## src/rtl/frq_pkg.sv

```systemverilog
package frq_pkg;
    localparam int BLK_W  = 12;
    localparam int PAGE_W = 8;
    localparam int TAG_W  = 6;

    typedef struct packed {
        logic [BLK_W-1:0]  blk;
        logic [PAGE_W-1:0] page;
        logic [TAG_W-1:0]  tag;
    } rd_req_t;

    typedef enum logic [1:0] {
        ST_EMPTY = 2'd0,
        ST_SERVE = 2'd1,
        ST_AGED  = 2'd2
    } frq_state_e;
endpackage

```

## src/rtl/frq_open_table.sv

```systemverilog
module frq_open_table
    import frq_pkg::*;
#(
    parameter int WAYS  = 4,
    parameter int DEPTH = 16
) (
    input  logic             clk,
    input  logic             rst_n,
    input  logic [BLK_W-1:0] probe_blk [DEPTH],
    output logic [DEPTH-1:0] probe_hit,
    input  logic             upd_en,
    input  logic [BLK_W-1:0] upd_blk
);
    localparam int RW = (WAYS > 1) ? $clog2(WAYS) : 1;
    localparam logic [RW-1:0] RANK_LRU = RW'(WAYS - 1);

    logic [BLK_W-1:0] way_blk  [WAYS];
    logic [WAYS-1:0]  way_v;
    logic [RW-1:0]    way_rank [WAYS];
    logic [WAYS-1:0]  upd_match;
    logic [RW-1:0]    tgt;

    function automatic logic blk_present(input logic [BLK_W-1:0] b);
        logic r;
        r = 1'b0;
        for (int w = 0; w < WAYS; w++) begin
            if (way_v[w] && way_blk[w] == b) r = 1'b1;
        end
        return r;
    endfunction

    always_comb begin
        for (int i = 0; i < DEPTH; i++) probe_hit[i] = blk_present(probe_blk[i]);
    end

    // target way: matching way, else lowest empty way, else LRU way
    always_comb begin
        logic found_inv;
        tgt = '0;
        found_inv = 1'b0;
        for (int w = 0; w < WAYS; w++) upd_match[w] = way_v[w] && way_blk[w] == upd_blk;
        for (int w = WAYS - 1; w >= 0; w--) begin
            if (way_rank[w] == RANK_LRU) tgt = RW'(w);
        end
        for (int w = WAYS - 1; w >= 0; w--) begin
            if (!way_v[w]) begin
                tgt = RW'(w);
                found_inv = 1'b1;
            end
        end
        for (int w = WAYS - 1; w >= 0; w--) begin
            if (upd_match[w]) tgt = RW'(w);
        end
    end

    always_ff @(posedge clk or negedge rst_n) begin
        if (!rst_n) begin
            way_v <= '0;
            for (int w = 0; w < WAYS; w++) begin
                way_blk[w]  <= '0;
                way_rank[w] <= RW'(w);
            end
        end else if (upd_en) begin
            way_blk[tgt] <= upd_blk;
            way_v[tgt]   <= 1'b1;
            for (int w = 0; w < WAYS; w++) begin
                if (RW'(w) == tgt) way_rank[w] <= '0;
                else if (way_rank[w] < way_rank[tgt]) way_rank[w] <= way_rank[w] + 1'b1;
            end
        end
    end

    assert_unique_ways_R5: assert property (@(posedge clk) disable iff (!rst_n)
        $countones(upd_match) <= 1);

    assert_installed_R5: assert property (@(posedge clk) disable iff (!rst_n)
        upd_en |=> blk_present($past(upd_blk)));
endmodule

```

## src/rtl/frq_picker.sv

```systemverilog
module frq_picker #(
    parameter int DEPTH     = 16,
    parameter int AGE_LIMIT = 32,
    localparam int IDX_W    = $clog2(DEPTH),
    localparam int CNT_W    = $clog2(DEPTH + 1),
    localparam int AGE_W    = $clog2(AGE_LIMIT + 1)
) (
    input  logic [CNT_W-1:0] count,
    input  logic             force_mode,
    input  logic [DEPTH-1:0] hit,
    input  logic [AGE_W-1:0] age [DEPTH],
    output logic [IDX_W-1:0] sel
);
    localparam logic [AGE_W-1:0] AGE_MAX = AGE_W'(AGE_LIMIT);

    always_comb begin
        logic [IDX_W-1:0] hit_idx;
        logic [IDX_W-1:0] aged_idx;
        logic             any_hit;
        hit_idx  = '0;
        aged_idx = '0;
        any_hit  = 1'b0;
        for (int i = DEPTH - 1; i >= 0; i--) begin
            if (i < int'(count)) begin
                if (hit[i]) begin
                    hit_idx = IDX_W'(i);
                    any_hit = 1'b1;
                end
                if (age[i] >= AGE_MAX) aged_idx = IDX_W'(i);
            end
        end
        if (force_mode)   sel = aged_idx;
        else if (any_hit) sel = hit_idx;
        else              sel = '0;
    end
endmodule

```

## src/rtl/flash_read_reorder.sv

```systemverilog
module flash_read_reorder
    import frq_pkg::*;
#(
    parameter int DEPTH     = 16,
    parameter int WAYS      = 4,
    parameter int AGE_LIMIT = 32
) (
    input  logic              clk,
    input  logic              rst_n,
    input  logic              in_valid,
    output logic              in_ready,
    input  logic [BLK_W-1:0]  in_block,
    input  logic [PAGE_W-1:0] in_page,
    input  logic [TAG_W-1:0]  in_tag,
    output logic              out_valid,
    input  logic              out_ready,
    output logic [BLK_W-1:0]  out_block,
    output logic [PAGE_W-1:0] out_page,
    output logic [TAG_W-1:0]  out_tag,
    output logic              out_activate
);
    localparam int IDX_W = $clog2(DEPTH);
    localparam int CNT_W = $clog2(DEPTH + 1);
    localparam int AGE_W = $clog2(AGE_LIMIT + 1);
    localparam logic [AGE_W-1:0] AGE_MAX = AGE_W'(AGE_LIMIT);
    localparam logic [CNT_W-1:0] FULL    = CNT_W'(DEPTH);

    frq_state_e       state_q, state_d;
    rd_req_t          q_req [DEPTH];
    rd_req_t          req_d [DEPTH];
    logic [AGE_W-1:0] q_age [DEPTH];
    logic [AGE_W-1:0] age_d [DEPTH];
    logic [BLK_W-1:0] probe_blk [DEPTH];
    logic [DEPTH-1:0] hit_vec;
    logic [CNT_W-1:0] cnt, cnt_mid, cnt_d;
    logic [IDX_W-1:0] sel;
    logic             issue, push, aged_next, aged_now;

    always_comb begin
        for (int i = 0; i < DEPTH; i++) probe_blk[i] = q_req[i].blk;
    end

    frq_open_table #(.WAYS(WAYS), .DEPTH(DEPTH)) u_table (
        .clk       (clk),
        .rst_n     (rst_n),
        .probe_blk (probe_blk),
        .probe_hit (hit_vec),
        .upd_en    (issue),
        .upd_blk   (out_block)
    );

    frq_picker #(.DEPTH(DEPTH), .AGE_LIMIT(AGE_LIMIT)) u_pick (
        .count      (cnt),
        .force_mode (state_q == ST_AGED),
        .hit        (hit_vec),
        .age        (q_age),
        .sel        (sel)
    );

    assign in_ready = (cnt != FULL);
    assign issue    = out_valid && out_ready;
    assign push     = in_valid && in_ready;

    // next contents: close the gap at sel, age older entries, append new request
    always_comb begin
        for (int i = 0; i < DEPTH; i++) begin
            int src;
            src = (issue && i >= int'(sel)) ? i + 1 : i;
            if (src < DEPTH) begin
                req_d[i] = q_req[src[IDX_W-1:0]];
                age_d[i] = q_age[src[IDX_W-1:0]];
            end else begin
                req_d[i] = '0;
                age_d[i] = '0;
            end
            if (issue && i < int'(sel) && q_age[i] < AGE_MAX) age_d[i] = q_age[i] + 1'b1;
        end
        cnt_mid = cnt - CNT_W'(issue);
        if (push) begin
            req_d[cnt_mid[IDX_W-1:0]] = '{blk: in_block, page: in_page, tag: in_tag};
            age_d[cnt_mid[IDX_W-1:0]] = '0;
        end
        cnt_d = cnt_mid + CNT_W'(push);
        aged_next = 1'b0;
        aged_now  = 1'b0;
        for (int i = 0; i < DEPTH; i++) begin
            if (i < int'(cnt_d) && age_d[i] >= AGE_MAX) aged_next = 1'b1;
            if (i < int'(cnt) && q_age[i] >= AGE_MAX) aged_now = 1'b1;
        end
    end

    // next state: drain / fill / starve / relief
    always_comb begin
        unique case (state_q)
            ST_EMPTY: state_d = (cnt_d != 0) ? ST_SERVE : ST_EMPTY;
            ST_SERVE: state_d = (cnt_d == 0) ? ST_EMPTY : (aged_next ? ST_AGED : ST_SERVE);
            ST_AGED:  state_d = (cnt_d == 0) ? ST_EMPTY : (aged_next ? ST_AGED : ST_SERVE);
            default:  state_d = ST_EMPTY;
        endcase
    end

    // state register and storage
    always_ff @(posedge clk or negedge rst_n) begin
        if (!rst_n) begin
            state_q <= ST_EMPTY;
            cnt     <= '0;
            for (int i = 0; i < DEPTH; i++) begin
                q_req[i] <= '0;
                q_age[i] <= '0;
            end
        end else begin
            state_q <= state_d;
            cnt     <= cnt_d;
            for (int i = 0; i < DEPTH; i++) begin
                q_req[i] <= req_d[i];
                q_age[i] <= age_d[i];
            end
        end
    end

    // outputs
    always_comb begin
        out_valid    = 1'b0;
        out_block    = '0;
        out_page     = '0;
        out_tag      = '0;
        out_activate = 1'b0;
        unique case (state_q)
            ST_EMPTY: out_valid = 1'b0;
            ST_SERVE, ST_AGED: begin
                out_valid    = 1'b1;
                out_block    = q_req[sel].blk;
                out_page     = q_req[sel].page;
                out_tag      = q_req[sel].tag;
                out_activate = !hit_vec[sel];
            end
            default: out_valid = 1'b0;
        endcase
    end

    assert_no_overflow_R2: assert property (@(posedge clk) disable iff (!rst_n)
        cnt <= FULL);

    assert_empty_state_R8: assert property (@(posedge clk) disable iff (!rst_n)
        (state_q == ST_EMPTY) == (cnt == 0));

    assert_serve_unaged_R7: assert property (@(posedge clk) disable iff (!rst_n)
        (state_q == ST_SERVE) |-> !aged_now);

    assert_forced_pick_R7: assert property (@(posedge clk) disable iff (!rst_n)
        (state_q == ST_AGED) |-> (q_age[sel] == AGE_MAX));

    assert_hit_first_R3: assert property (@(posedge clk) disable iff (!rst_n)
        (state_q == ST_SERVE && (hit_vec & ((DEPTH'(1) << cnt) - 1'b1)) != 0) |-> !out_activate);

    assert_stall_hold_R9: assert property (@(posedge clk) disable iff (!rst_n)
        (out_valid && !out_ready && !push) |=>
            (out_valid && $stable(out_tag) && $stable(out_block) && $stable(out_activate)));
endmodule

```

## config.mk

```make
export PLATFORM = sky130hd
export DESIGN_NAME = flash_read_reorder
export DESIGN_NICKNAME = d
export VERILOG_FILES = /design/src/rtl/frq_pkg.sv /design/src/rtl/frq_open_table.sv /design/src/rtl/frq_picker.sv /design/src/rtl/flash_read_reorder.sv
export SDC_FILE = /design/constraint.sdc
export NUM_CORES = 2
export LEC_CHECK = 0
export BUFFER_PORTS_ARGS = -buffer_cell sky130_fd_sc_hd__buf_2
export CORE_UTILIZATION = 45
export DETAILED_ROUTE_END_ITERATION = 7
export PLACE_DENSITY = 0.65
export SYNTH_ARGS = -nofsm -noshare
export SYNTH_HDL_FRONTEND = slang
export SYNTH_SLANG_ARGS = --single-unit
```

## constraint.sdc

```tcl
create_clock -name clk -period 9.8 [get_ports clk]
set_input_delay 1.47 -clock clk [delete_from_list [all_inputs] [get_ports clk]]
set_output_delay 1.47 -clock clk [all_outputs]
set_load 0.05 [all_outputs]
```

# Word level (Yosys, flattened, before mapping)
# Cells that the tools add are included.
# classes
bitwise_logic,22
eq_ne,78
muxes,386
reduce_logical,148
magnitude_cmp,153
n_addsub,21
# op_table
cell,n
$bmux 26 s4,17
$mux 26,51
$eq 12x12->1,68
$bwmux 416,1
$mux 416,1
$mux 6,65
$bmux 6 s4,16
$mux 4,67
$ge 6x6->1 const B,32
$logic_and 1x1->1,134
$mux 1,125
$demux 26 s4,1
$and 96x96->96,1
$mux 96,1
$not 96->96,1
$add 6x1->6 const B,15
$ge 5x5->1 const B,18
$lt 6x6->1 const B,15
$lt 4x5->1 const A,16
$mux 2,28
$not 4->5,11
$bwmux 48,1
$lt 4x5->1 const B,9
$lt 3x5->1 const A,8
other kinds (50),106
# word_totals
regBits,579
elab_cells,883
in_bits,30

# Longest topological paths before layout
# depth
depth_word,72
mapped_depth,32

# Cells and area by module
# From an unflattened synthesis, not the netlist that was laid out.
# unflattened
hier_cells,4757
hier_area_um2,41697.5
# modules_own_cells
mod,seq_area_each_um2,area_per_inst_um2,cells_each,n_inst
flash_read_reorder,12987.5,28318.4,3148,1
frq_open_table,1506.4,12572.1,1480,1
frq_picker,0.0,807.0,129,1

# Worst setup path before layout
# OpenSTA, ideal clock, no wires.
# synth_timing
kind,register -> register
start,reg u_table.way_blk[23] (netlist bit)
end,reg u_table.way_rank[3] (netlist bit)
arrival_ns,6.674
path_slack_ns,3.051
setup_time_ns,0.075
path_stages_with_launch,27
cell_sequence,dfrtp_1 buf_4 buf_4 xnor2_1 nand4_1 nor4_1 o41ai_2 nand3b_1 a211oi_1 or2_0 buf_4 clkbuf_1 o22ai_1 o22ai_1 nor3_1 a211oi_1 o2111a_1 nand4_1 or2_1 and3_4 mux2_1 o21ai_1 ha_1 or4_1 o32a_1 o41ai_2 mux2i_1
# synth_between
elab_chain_len,56
elab_cells_between_ends,156
cone_classes,1 x order compare; 21 x eq/ne; 110 x mux; 2 x bitwise; 22 x reduce/logical
# synth_lines
element,line,text
"start, declared",frq_open_table.sv:17,logic [BLK_W-1:0] way_blk [WAYS];
"start signal, assigned by index",frq_open_table.sv:64,way_blk[tgt] <= upd_blk;
$eq 12x12->1,frq_open_table.sv:27,if (way_v[w] && way_blk[w] == b) r = 1'b1;
$logic_and 1x1->1,frq_open_table.sv:27,
$mux 1 (2 in a row),frq_open_table.sv:27,
$mux 4 or $mux 1 (tied branches),frq_picker.sv:25,if (hit[i]) begin
$mux 4 or $mux 1 (tied branches),frq_picker.sv:24,if (i < int'(count)) begin
$mux 4 or $mux 1 (tied branches),frq_picker.sv:25,
$mux 4 or $mux 1 (tied branches),frq_picker.sv:24,
$mux 4 or $mux 1 (tied branches),frq_picker.sv:25,
(+34 left out),n/a,
named net out_block[10],flash_read_reorder.sv:17,"output logic [BLK_W-1:0] out_block,"
(+2 left out),n/a,
$mux 2 (3 in a row),frq_open_table.sv:52,if (upd_match[w]) tgt = RW'(w);
$mux 2 (*),frq_open_table.sv:52,
$not 2->3 (not written as such),frq_open_table.sv:68,else if (way_rank[w] < way_rank[tgt]) way_rank[w] <= way_rank[w] + 1'b1;
$bmux 2 s2,frq_open_table.sv:68,
$mux 2 (not written as such) (2 in a row),frq_open_table.sv:68,
$lt 2x2->1,frq_open_table.sv:68,
$reduce_bool 2->1 (no source line),n/a,
$reduce_and 2->1 (no source line),n/a,
"end signal, assigned by index",frq_open_table.sv:61,way_rank[w] <= RW'(w);
"end, declared",frq_open_table.sv:19,logic [RW-1:0] way_rank [WAYS];
# The timed path passes the listed nets; every way through them passes the cells marked *. The select of a mux whose other input is x is not followed.
# A chain may end at the register's enable or synchronous reset.

# Final worst setup path
# layout_timing
start,reg u_table.way_blk[44] (netlist bit)
end,out out_page[3]
# layout_between
elab_chain_len,45
elab_cells_between_ends,167
cone_classes,16 x eq/ne; 134 x mux; 1 x bitwise; 16 x reduce/logical
# layout_lines
element,line,text
$eq 12x12->1,frq_open_table.sv:27,
$logic_and 1x1->1,frq_open_table.sv:27,
$mux 1 (4 in a row),frq_open_table.sv:27,
$mux 4 or $mux 1 (tied branches),frq_picker.sv:25,
$mux 4 or $mux 1 (tied branches),frq_picker.sv:24,
$mux 4 or $mux 1 (tied branches),frq_picker.sv:25,
$mux 4 or $mux 1 (tied branches),frq_picker.sv:24,
$mux 4 or $mux 1 (tied branches),frq_picker.sv:25,
(+25 left out),n/a,
$mux 4 or $mux 1 (tied branches),frq_picker.sv:25,
$mux 4 or $mux 1 (tied branches),frq_picker.sv:24,
$mux 4 (*),frq_picker.sv:33,else if (any_hit) sel = hit_idx;
$mux 4 (*),frq_picker.sv:32,if (force_mode) sel = aged_idx;
$not 4->5 (not written as such) (*),flash_read_reorder.sv:133,out_page = q_req[sel].page;
$bmux 26 s4 (*),flash_read_reorder.sv:133,
$mux 26 (*) (2 in a row),n/a,
$mux 8 (*),flash_read_reorder.sv:128,unique case (state_q)
"end, declared",flash_read_reorder.sv:18,"output logic [PAGE_W-1:0] out_page,"
# Mark *: on every way between the ends. The rest lies on a longest branch, timed or not. The select of a mux whose other input is x is not followed.

==> flow_summary.toml <==
[outcome]
status = "complete, but fails checks"
violations = "capacitance limit, slew limit"

[route]
antenna_left = 0
drcViolationCount = 0
firstDrtPassIters = 8
drt-initial-drc-count = 5150
wire_per_inst_um = 32.2
viasPerCell = 6.48
vias = 43500
wl_um = 216000

[timing]
tns_ns = 0
relSlewSlack = -0.0398
rsz0062_at_grt = "no"
setup_viol = 0
hold_viol_final = 0
finalMaxSlewViolations = 15
fin_skew_ns = 0.0272
tightest_slew_ns = 1.56
finalCritPeriodShare = 0.963
fmax_mhz = 106
fin_crit_ns = 9.44

[floorplanning]
fp.coreArea_um2 = 100000
die_h_um = 320
dieWidth_um = 320
die_area_um2 = 103000
start_util = 0.455
fp-row-count = 116
ioPinCount = 59

[synthesis]
synthDistinctLibCells = 114
synthTopCellsByCount = "929 x nand2_1, 787 x xnor2_1, 575 x dfrtp_1"
netlist_instances = 5613
netlist_area_um2 = 45600
avgSynthCellArea_um2 = 8.12
synth_top_area_frac = 0.316
ys_ff_latch = 579
synth_nets = 5688
synth_top_area_cell = "dfrtp_1"
synth_edf_count = 0
yosysMostFrequentCell = "nand2_1"
synthTopCellsByArea = "dfrtp_1 32%, xnor2_1 15%, nand2_1 7.6%"
ys_warn_count = 0
synthFlopType = "dfrtp_1"
async_flop_share = 1.00
synth-seq-area-share = 0.318

[clock_tree]
postCtsSetupBuffers = 0
ctsHoldBuffers = 0
cts_resized = 0
cts_tree = "yes"
root_buffer = "clkbuf_16"
cts.path.max_buffers = 3
numCtsBuffers = 71
worst_skew_pair.late_latency_ns = 0.68
clock_sinks = 579
ctsHtreeMaxLevel = 3
clk_pin_slew_ns = 0.06

[setup_path]
required_ns = 8.33
startpoint_type = "flip-flop"
arrival_ns = 7.97
crit_type = "reg -> out"
endpoint_kind = "output pin"
worstPathMaxFanout = 48

[min_path]
hold_class = "reg -> reg"

[layout]
syn2layout_area_growth_pct = 6.87
drive_gt1_frac = 0.0944
nets = 5369

[run]
max_cap_viol_count = 1

[global_routing]
grt-ovfl-total = 0
grt_max_degree = 94
grt_pass1_wl_um = 306000
grt_usage = 0.414
antenna_found_initial = 4
grt_pass1_vias = 41200

[place]
place_hpwl_um = 151000
io_buffers = 58
finalWeightedCongestion = 1.10
-- area by class of cell --
class                      count  area, um2
tap                         1357       1700
clock inverter                30        624
fill                        9732      51600
clock buffer                  98       2020
timing repair buffer         243       1700
inverter                     131        492
antenna                        3       7.51
sequential                   579      14500
multi-input combinational   4268      27700
-- flip-flops by register name, indices dropped and copies added, names as in the netlist --
name	count
q_req	224
probe_blk	192
q_age	96
u_table.way_blk	48
u_table.way_rank	8
cnt	5
u_table.way_v	4
state_q	2
-- through the flow --
| stage | hold slack [ns] | util | std cells | setup slack [ns] | area (um2) |
|---|---|---|---|---|---|
| final | 0.502 | 0.486 | 6709 | 0.360 | 48700 |
| after global routing | 0.521 | 0.486 | 6706 | 0.267 | 48700 |
| after CTS | 0.504 | 0.486 | 6706 | 0.504 | 48700 |
| after detailed placement | 0.490 | 0.459 | 6578 | 1.00 | 46100 |
| after global placement | 0.492 | 0.459 | 6578 | 0.911 | 46100 |
| after floorplan | 0.473 | - | 5613 | 3.05 | 45600 |
-- placed cells by master, fill, tap and decap left out, types with 58 or more instances in the layout --
master	synthesis	routed
a211oi_1	58	58
a21oi_1	197	195
a31oi_1	90	90
and3_1	60	60
buf_4	52	184
clkbuf_16	0	74
dfrtp_1	575	573
inv_1	128	128
mux2i_1	344	344
nand2_1	929	926
nand3_1	194	192
nand4_1	149	149
nor2_1	262	238
nor4_1	86	83
o21ai_0	482	482
xnor2_1	787	787
-- per-layer routing --
metal / wire length [um] / GRT usage / vias to the layer above
met5: 24 / 0 / -
met4: 17800 / 0.292 / 4
met3: 19900 / 0.0911 / 773
met2: 95500 / 0.642 / 2589
met1: 82800 / 0.511 / 21400
li1: - / - / 18700
-- worst max-delay path: stages, from the launching register on --
cell      delay (ns)
dfrtp_1         1.16
buf_4           0.30
xnor2_1         0.12
nand3_1         0.09
nor4_1          0.76
o41ai_2         0.31
nand4_1         0.29
nor4_2          0.08
buf_4           0.20
a211o_2         0.44
o21ai_4         0.84
buf_4           0.63
buf_4           0.60
nand2_1         0.10
and3_1          0.19
a311oi_1        0.39
a31oi_1         0.08
nand2_1         0.09
o21ai_0         0.09
nor2_1          0.17
buf_2           0.29
-- logic make-up (layout without fill, tap and decap cells) --
kind of cell             count (synthesis)  count (layout)  synth area share
other                                    0               3                 0
XOR/XNOR                               791             791             0.152
AO/OA/AOI/OAI                         1193            1193             0.165
multiplexers                           375             375            0.0832
buffers and inverters                  766             502            0.0810
adder cells (fa/ha/maj)                 46              46            0.0126
AND/OR/NAND/NOR                       1863            1863             0.188
flip-flops                             579             579             0.318
-- final timing paths --
path | start | endpoint | slack [ns] | depth (start not counted)
min in group asynchronous | rst_n | probe_blk[190] | 0.74 | 1
worst min register to register | q_age[0] | q_age[6] | 0.50 | 2
max in group asynchronous | rst_n | q_req[55] | 6.81 | 3
worst min-delay path | q_age[0] | q_age[6] | 0.50 | 2
worst max-delay path | u_table.way_blk[44] | out_page[3] | 0.36 | 20
worst max register to register | u_table.way_blk[14] | u_table.way_rank[1] | 0.44 | 25
Power is not shown: default switching activity piles up to over one toggle a cycle in this logic, so the estimate is an artifact.
